[src/rtl/sdq_pkg.sv]
package sdq_pkg;
  // {cs_n, ras_n, cas_n, we_n}
  typedef enum logic [3:0] {
    CMD_MRS = 4'b0000,
    CMD_PRE = 4'b0010,
    CMD_ACT = 4'b0011,
    CMD_WR  = 4'b0100,
    CMD_RD  = 4'b0101,
    CMD_NOP = 4'b0111
  } sd_cmd_e;

  typedef enum logic [3:0] {
    ST_BOOT, ST_MRS, ST_IDLE, ST_ACT, ST_RCD, ST_COL, ST_LAT, ST_PRE, ST_RP
  } seq_state_e;
endpackage

[src/rtl/sdq_rst_sync.sv]
module sdq_rst_sync #(
  parameter int STAGES = 2
) (
  input  logic clk,
  input  logic arst_n,
  output logic srst_n
);
  logic [STAGES-1:0] sync_q;

  // asserts at once, releases after STAGES edges
  always_ff @(posedge clk or negedge arst_n) begin
    if (!arst_n) sync_q <= '0;
    else         sync_q <= {sync_q[STAGES-2:0], 1'b1};
  end

  assign srst_n = sync_q[STAGES-1];
endmodule

[src/rtl/sdq_addr_map.sv]
module sdq_addr_map #(
  parameter int BANK_W = 2,
  parameter int ROW_W  = 12,
  parameter int AP_BIT = 10,
  localparam int COL_W   = ROW_W - 1,
  localparam int HADDR_W = BANK_W + ROW_W + COL_W
) (
  input  logic [HADDR_W-1:0] haddr,
  output logic [BANK_W-1:0]  bank,
  output logic [ROW_W-1:0]   row,
  output logic [ROW_W-1:0]   col_bus
);
  logic [COL_W-1:0] col;

  assign col  = haddr[COL_W-1:0];
  assign row  = haddr[COL_W +: ROW_W];
  assign bank = haddr[HADDR_W-1 -: BANK_W];

  // column bits fill the bus around the auto-precharge bit, which stays low
  for (genvar i = 0; i < ROW_W; i++) begin : g_col
    if (i < AP_BIT) begin : g_lo
      assign col_bus[i] = col[i];
    end else if (i == AP_BIT) begin : g_ap
      assign col_bus[i] = 1'b0;
    end else begin : g_hi
      assign col_bus[i] = col[i-1];
    end
  end
endmodule

[src/rtl/sdq_timer.sv]
module sdq_timer #(
  parameter int CNT_W = 4
) (
  input  logic             clk,
  input  logic             rst_n,
  input  logic             load,
  input  logic [CNT_W-1:0] load_val,
  output logic             last
);
  logic [CNT_W-1:0] cnt_q;

  always_ff @(posedge clk or negedge rst_n) begin
    if (!rst_n)              cnt_q <= '0;
    else if (load)           cnt_q <= load_val;
    else if (cnt_q != '0)    cnt_q <= cnt_q - CNT_W'(1);
  end

  assign last = (cnt_q == CNT_W'(1));
endmodule

[src/rtl/sdram_seq.sv]
module sdram_seq
  import sdq_pkg::*;
#(
  parameter int BANK_W = 2,
  parameter int ROW_W  = 12,
  parameter int DATA_W = 16,
  parameter int CL_W   = 3,
  parameter int CNT_W  = 4,
  parameter int AP_BIT = 10,
  localparam int COL_W   = ROW_W - 1,
  localparam int HADDR_W = BANK_W + ROW_W + COL_W,
  localparam int CL_LSB  = 4
) (
  input  logic               clk,
  input  logic               rst_n,
  input  logic [CL_W-1:0]    cfg_cl,
  input  logic [CNT_W-1:0]   cfg_trcd,
  input  logic [CNT_W-1:0]   cfg_twr,
  input  logic [CNT_W-1:0]   cfg_trp,
  input  logic               host_req,
  input  logic               host_we,
  input  logic [HADDR_W-1:0] host_addr,
  input  logic [DATA_W-1:0]  host_wdata,
  output logic [DATA_W-1:0]  host_rdata,
  output logic               host_rvalid,
  output logic               host_busy,
  output logic               sd_cs_n,
  output logic               sd_ras_n,
  output logic               sd_cas_n,
  output logic               sd_we_n,
  output logic [BANK_W-1:0]  sd_ba,
  output logic [ROW_W-1:0]   sd_a,
  output logic [DATA_W-1:0]  sd_dq_out,
  output logic               sd_dq_oe,
  input  logic [DATA_W-1:0]  sd_dq_in
);
  function automatic logic [CNT_W-1:0] floor1(input logic [CNT_W-1:0] v);
    return (v == '0) ? CNT_W'(1) : v;
  endfunction

  logic rst_ni;
  sdq_rst_sync #(.STAGES(2)) u_rst (.clk(clk), .arst_n(rst_n), .srst_n(rst_ni));

  seq_state_e         state_q, state_d;
  logic               we_q;
  logic [HADDR_W-1:0] addr_q;
  logic [DATA_W-1:0]  wdata_q;
  logic [CL_W-1:0]    cl_q;
  logic               acc_go, cap_en;

  assign acc_go = (state_q == ST_IDLE) && host_req;
  assign cap_en = (state_q == ST_PRE) && !we_q;

  // request and latency capture
  always_ff @(posedge clk) begin
    if (acc_go) begin
      we_q    <= host_we;
      addr_q  <= host_addr;
      wdata_q <= host_wdata;
    end
    if (state_q == ST_MRS) cl_q <= cfg_cl;
    if (cap_en) host_rdata <= sd_dq_in;
  end

  always_ff @(posedge clk or negedge rst_ni) begin
    if (!rst_ni) begin
      state_q     <= ST_BOOT;
      host_rvalid <= 1'b0;
    end else begin
      state_q     <= state_d;
      host_rvalid <= cap_en;
    end
  end

  logic [CNT_W-1:0] trcd_e, twr_e, trp_e, cl_e, lat_e;
  assign trcd_e = floor1(cfg_trcd);
  assign twr_e  = floor1(cfg_twr);
  assign trp_e  = floor1(cfg_trp);
  assign cl_e   = floor1(CNT_W'(cl_q));
  assign lat_e  = we_q ? twr_e : cl_e;

  logic             tmr_load, tmr_last;
  logic [CNT_W-1:0] tmr_val;
  sdq_timer #(.CNT_W(CNT_W)) u_tmr (
    .clk(clk), .rst_n(rst_ni), .load(tmr_load), .load_val(tmr_val), .last(tmr_last)
  );

  // next state
  always_comb begin
    state_d  = state_q;
    tmr_load = 1'b0;
    tmr_val  = '0;
    unique case (state_q)
      ST_BOOT: state_d = ST_MRS;
      ST_MRS:  state_d = ST_IDLE;
      ST_IDLE: if (host_req) state_d = ST_ACT;
      ST_ACT: begin
        tmr_load = 1'b1;
        tmr_val  = trcd_e - CNT_W'(1);
        state_d  = (trcd_e == CNT_W'(1)) ? ST_COL : ST_RCD;
      end
      ST_RCD: if (tmr_last) state_d = ST_COL;
      ST_COL: begin
        tmr_load = 1'b1;
        tmr_val  = lat_e - CNT_W'(1);
        state_d  = (lat_e == CNT_W'(1)) ? ST_PRE : ST_LAT;
      end
      ST_LAT: if (tmr_last) state_d = ST_PRE;
      ST_PRE: begin
        tmr_load = 1'b1;
        tmr_val  = trp_e - CNT_W'(1);
        state_d  = (trp_e == CNT_W'(1)) ? ST_IDLE : ST_RP;
      end
      ST_RP:   if (tmr_last) state_d = ST_IDLE;
      default: state_d = ST_BOOT;
    endcase
  end

  logic [BANK_W-1:0] map_bank;
  logic [ROW_W-1:0]  map_row, map_col;
  sdq_addr_map #(.BANK_W(BANK_W), .ROW_W(ROW_W), .AP_BIT(AP_BIT)) u_map (
    .haddr(addr_q), .bank(map_bank), .row(map_row), .col_bus(map_col)
  );

  // command decode
  sd_cmd_e           cmd_w;
  logic [ROW_W-1:0]  a_w;
  logic [BANK_W-1:0] ba_w;
  always_comb begin
    cmd_w = CMD_NOP;
    a_w   = '0;
    ba_w  = map_bank;
    unique case (state_q)
      ST_MRS: begin
        cmd_w = CMD_MRS;
        ba_w  = '0;
        a_w[CL_LSB +: CL_W] = cfg_cl;
      end
      ST_ACT: begin cmd_w = CMD_ACT; a_w = map_row; end
      ST_COL: begin cmd_w = we_q ? CMD_WR : CMD_RD; a_w = map_col; end
      ST_PRE: begin cmd_w = CMD_PRE; a_w[AP_BIT] = 1'b1; end
      default: ;
    endcase
  end

  assign {sd_cs_n, sd_ras_n, sd_cas_n, sd_we_n} = cmd_w;
  assign sd_ba     = ba_w;
  assign sd_a      = a_w;
  assign sd_dq_out = wdata_q;
  assign sd_dq_oe  = (state_q == ST_COL) && we_q;
  assign host_busy = (state_q != ST_IDLE);

  // ---------------- assertions ----------------
  logic             mrs_done_q;
  logic [CNT_W:0]   gap_q;
  always_ff @(posedge clk or negedge rst_ni) begin
    if (!rst_ni) begin
      mrs_done_q <= 1'b0;
      gap_q      <= '0;
    end else begin
      if (cmd_w == CMD_MRS) mrs_done_q <= 1'b1;
      if (cmd_w == CMD_ACT)  gap_q <= (CNT_W+1)'(1);
      else if (gap_q != '1)  gap_q <= gap_q + (CNT_W+1)'(1);
    end
  end

  p_mrs_once_r2: assert property (@(posedge clk) disable iff (!rst_ni)
    (cmd_w == CMD_MRS) |-> !mrs_done_q);

  p_act_after_req_r3: assert property (@(posedge clk) disable iff (!rst_ni)
    (cmd_w == CMD_ACT) |-> $past(host_req && !host_busy));

  p_rcd_gap_r4: assert property (@(posedge clk) disable iff (!rst_ni)
    (cmd_w == CMD_RD || cmd_w == CMD_WR) |-> (gap_q == {1'b0, trcd_e}));

  p_bank_hold_r5: assert property (@(posedge clk) disable iff (!rst_ni)
    (cmd_w == CMD_RD || cmd_w == CMD_WR) |-> $stable(sd_ba));

  p_oe_pulse_r6: assert property (@(posedge clk) disable iff (!rst_ni)
    sd_dq_oe |=> !sd_dq_oe);

  p_rvalid_pulse_r7: assert property (@(posedge clk) disable iff (!rst_ni)
    host_rvalid |=> !host_rvalid);

  p_pre_all_r8: assert property (@(posedge clk) disable iff (!rst_ni)
    (cmd_w == CMD_PRE) |-> sd_a[AP_BIT]);
endmodule

[config.mk]
export PLATFORM = sky130hd
export DESIGN_NAME = sdram_seq
export DESIGN_NICKNAME = d
export VERILOG_FILES = /design/src/rtl/sdq_pkg.sv /design/src/rtl/sdq_rst_sync.sv /design/src/rtl/sdq_addr_map.sv /design/src/rtl/sdq_timer.sv /design/src/rtl/sdram_seq.sv
export SDC_FILE = /design/constraint.sdc
export NUM_CORES = 1
export LEC_CHECK = 0
export BUFFER_PORTS_ARGS = -buffer_cell sky130_fd_sc_hd__clkbuf_2
export CAP_MARGIN = 0
export CORE_MARGIN = 8
export CORE_UTILIZATION = 42
export DETAILED_ROUTE_END_ITERATION = 12
export PLACE_DENSITY = 0.84
export SLEW_MARGIN = 20
export SYNTH_ARGS = -nofsm -noshare
export SYNTH_HDL_FRONTEND = slang
export SYNTH_SLANG_ARGS = --single-unit
[constraint.sdc]
create_clock -name clk -period 1.2 [get_ports clk]
set_input_delay 0.06 -clock clk [delete_from_list [all_inputs] [get_ports clk]]
set_output_delay 0.06 -clock clk [all_outputs]
set_load 0.01 [all_outputs]
==> out/metrics.cfg <==
[status]
status=finished, violations left
violations=negative setup slack

[timing]
post-route-worst-setup-slack_ns=-0.656
slew_viol_final=0
period_needed_ns=1.86
worst_pin_slew_ns=0.764
grt_setup_unrepaired=yes
fin_skew_ns=0.0176
setup_viol_count_final=88
fmax_ghz=0.539
hold_viol_final=0
period_share_pct=155
maxSlewHeadroom_pct=49.0

[yosys]
synth_edf_count=61
yosysWarnings=0
synth_top_family_by_area=compound AO/OA/AOI/OAI gates
synth-compound-area-share_pct=11.3
ys_seq_area_share_pct=71.0
synth-seq-cells=72
yosysUniqueCellTypes=49
syn_inst=205
synth_fa_ha_area_share_pct=2.95
synthMuxAreaShare_pct=1.35
ys.flop_type=edfxtp_1
synth_xor_area_share_pct=0.590
synth_simple_gate_area_share_pct=10.0
synth-async-reset-ratio_pct=15.3
synth_area_per_cell_um2=14.5
syn_area_mm2=0.00297
syn_nets=288

[routing]
wl_met3_um=2600
vias_per_cell=6.10
drt-total-wl_um=17800
dr_wl_met2_um=8080
wirelength_met1_um=5840
wl_per_cell_um=30.3
vias=3569
top_layer_used=met4
drtAntennaViolNets=0
drt_pass1_iterations=5
first_iter_violations=536
drc_errors=0

[worst_setup_path]
crit_top_cell=buf_4
crit_required_ns=1.14
path_cells=buf_4, nand2b_2, nor2_2, buf_4, a22o_1, clkbuf_8
end_kind=output pin
timing.rr.start=state_q[3]
cp.buffers_inverters=3
cpPeakStageDelay_ns=0.49
startpoint_type=flop
path_depth=6
critPathSlowestCell=dfrtp_2
cp_top_family=buffers and inverters
critical_path.max_fanout=7
cp.arrival_ns=1.80
path_class=reg2out
reg2reg_depth=6
r2r_end=host_rdata[10]
r2r_slack_ns=-0.57

[finish]
multi_input_area_um2=993
fin_util_pct=82.3
drive_gt1_share_pct=55.6
fillCellCount=305
register_area_mm2=0.00211
nets=566
area_growth_pct=89.5

[clock_network]
cts_max_level=3
cts_tree=done
clk_pin_slew_ns=0.08
root_buffer=clkbuf_8
cts_made_buffers=9
clock-sinks=72
cts_max_path_buffers=2
clock_latency_ns=0.36

[die]
die_h_um=100
std_cell_rows=30
die_x_um=100
ios=129
coreArea_mm2=0.00683
dieArea_mm2=0.0100
initial_core_util_pct=43.5

[power]
vdd_drop_max_v=0.00188
power_density_mw_per_mm2=2140
leakage_nw=2.46
total_power_mw=12.0

[hold_path]
hold_path_class=in2async

[placement]
gp_congestion=0.827
dp.final_hpwl_um=6600
numPortBuffers=127

[global_route]
antenna_found_initial=2
grt_pass1_vias=3490
track_usage_pct=28.0
grt_max_degree=15
overflow=0
grt_pass1_wl_um=20700

[flow_run]
maxCapViolCount=0

logic make-up (layout without fill, tap and decap cells):
logic type | Yosys count | in the layout
buf+inv | 17 | 299
xor+xnor | 2 | 2
compound gates | 48 | 48
flops | 72 | 72
fa+ha+maj | 7 | 7
simple gates | 53 | 53
other cells | 2 | 4
mux | 4 | 4
sequential cells by signal, indices dropped and copies added, names as in the netlist:
register / count
sd_dq_out: 16
state_q: 4
host_rvalid: 1
cl_q: 3
addr_q: 25
u_tmr.cnt_q: 4
u_rst.sync_q: 2
we_q: 1
host_rdata: 16
worst reg2reg max path: stages, from the launching register on:
cell and delay (ns):
dfrtp_2 0.46, buf_4 0.18, nand4b_1 0.23, buf_4 0.19
nor2_4 0.19, buf_12 0.13, buf_16 0.12
stage by stage:
stage	std cells	area (um^2)	setup TNS [ns]	hold WS (ns)	setup WS (ns)
6_report	585	5630	-42.35	0.0640	-0.656
3_5_place_dp	466	4130	-14.37	-0.149	-0.253
4_1_cts	565	5300	-27.18	0.0594	-0.453
2_1_floorplan	205	3070	-20.50	-0.236	-0.342
5_1_grt	585	5630	-43.70	0.0669	-0.690
3_3_place_gp	466	4130	-11.10	-0.153	-0.199
synth_stat cells, types with 3 or more instances:
| master | instances | area (um^2) |
|---|---|---|
| nor2_1 | 10 | 37.5 |
| buf_2 | 4 | 20.0 |
| mux2i_1 | 4 | 40.0 |
| a31oi_1 | 4 | 25.0 |
| inv_1 | 9 | 33.8 |
| nor2b_1 | 5 | 31.3 |
| nor3_1 | 5 | 25.0 |
| ha_1 | 7 | 87.6 |
| a22o_1 | 8 | 70.1 |
| o21ai_0 | 11 | 55.1 |
| nand2b_1 | 6 | 37.5 |
| a211oi_1 | 3 | 22.5 |
| dfrtp_1 | 11 | 275 |
| a21oi_1 | 6 | 30.0 |
| nand2_1 | 10 | 37.5 |
| edfxtp_1 | 61 | 1830 |
repair_timing:
item | in CTS | in global routing
endpoints found under the setup margin | 87 | 88
buffers inserted | 18 | 19
pin swaps | 6 | 8
gates cloned | 3 | 3
hold buffers | 63 | 0
resized for setup | 34 | 49
endpoints found under the hold margin | 64 | 0
final cells by class:
class / instances / area share (%)
Tap cell: 96 / 2.14
Inverter: 9 / 0.645
Multi-Input combinational cell: 116 / 17.7
Sequential cell: 72 / 37.6
Timing Repair Buffer: 275 / 38.6
Clock buffer: 9 / 2.20
Clock inverter: 6 / 1.07
Antenna cell: 2 / 0.0890
worst max path at each step:
stage,startpoint,to,slack (ns)
finish,state_q[0],sd_a[0],-0.66
global route,state_q[0],sd_a[0],-0.69
CTS,state_q[2],sd_a[9],-0.45
detailed placement,we_q,u_tmr.cnt_q[1],-0.25
global placement,we_q,u_tmr.cnt_q[1],-0.20
floorplan,state_q[3],host_rdata[0],-0.34
routing by layer:
metal  vias to the layer above  GRT usage, %
met2                       434          45.7
met1                      1681          30.7
met3                       127          11.3
met5                         -             0
met4                         0          14.8
li1                       1327             -
cell usage in the layout (no fill, tap or decap), types with 4 or more instances in the layout:
cell and count:
clkbuf_2 114, dlygate4sd3_1 63, buf_4 62, edfxtp_1 61
buf_6 18, clkbuf_8 10, nand2_1 8, a22o_1 8
inv_1 6, dfrtp_1 6, buf_12 6, nor2_1 5
o21ai_0 5, buf_2 5, dfrtp_2 5, mux2i_1 4
a21oi_1 4, nor3_1 4, nor2_4 4, o21ai_1 4
a31oi_1 4, ha_1 4
report_power, final:
part	leakage (nW)	switching [mW]	internal, mW	total [mW]
sequential	0.684	0.446	3.29	3.74
clock	0.0929	1.09	0.945	2.03
combinational	1.68	3.18	3.09	6.27
Note: power is estimated with default switching activity, not from simulation.
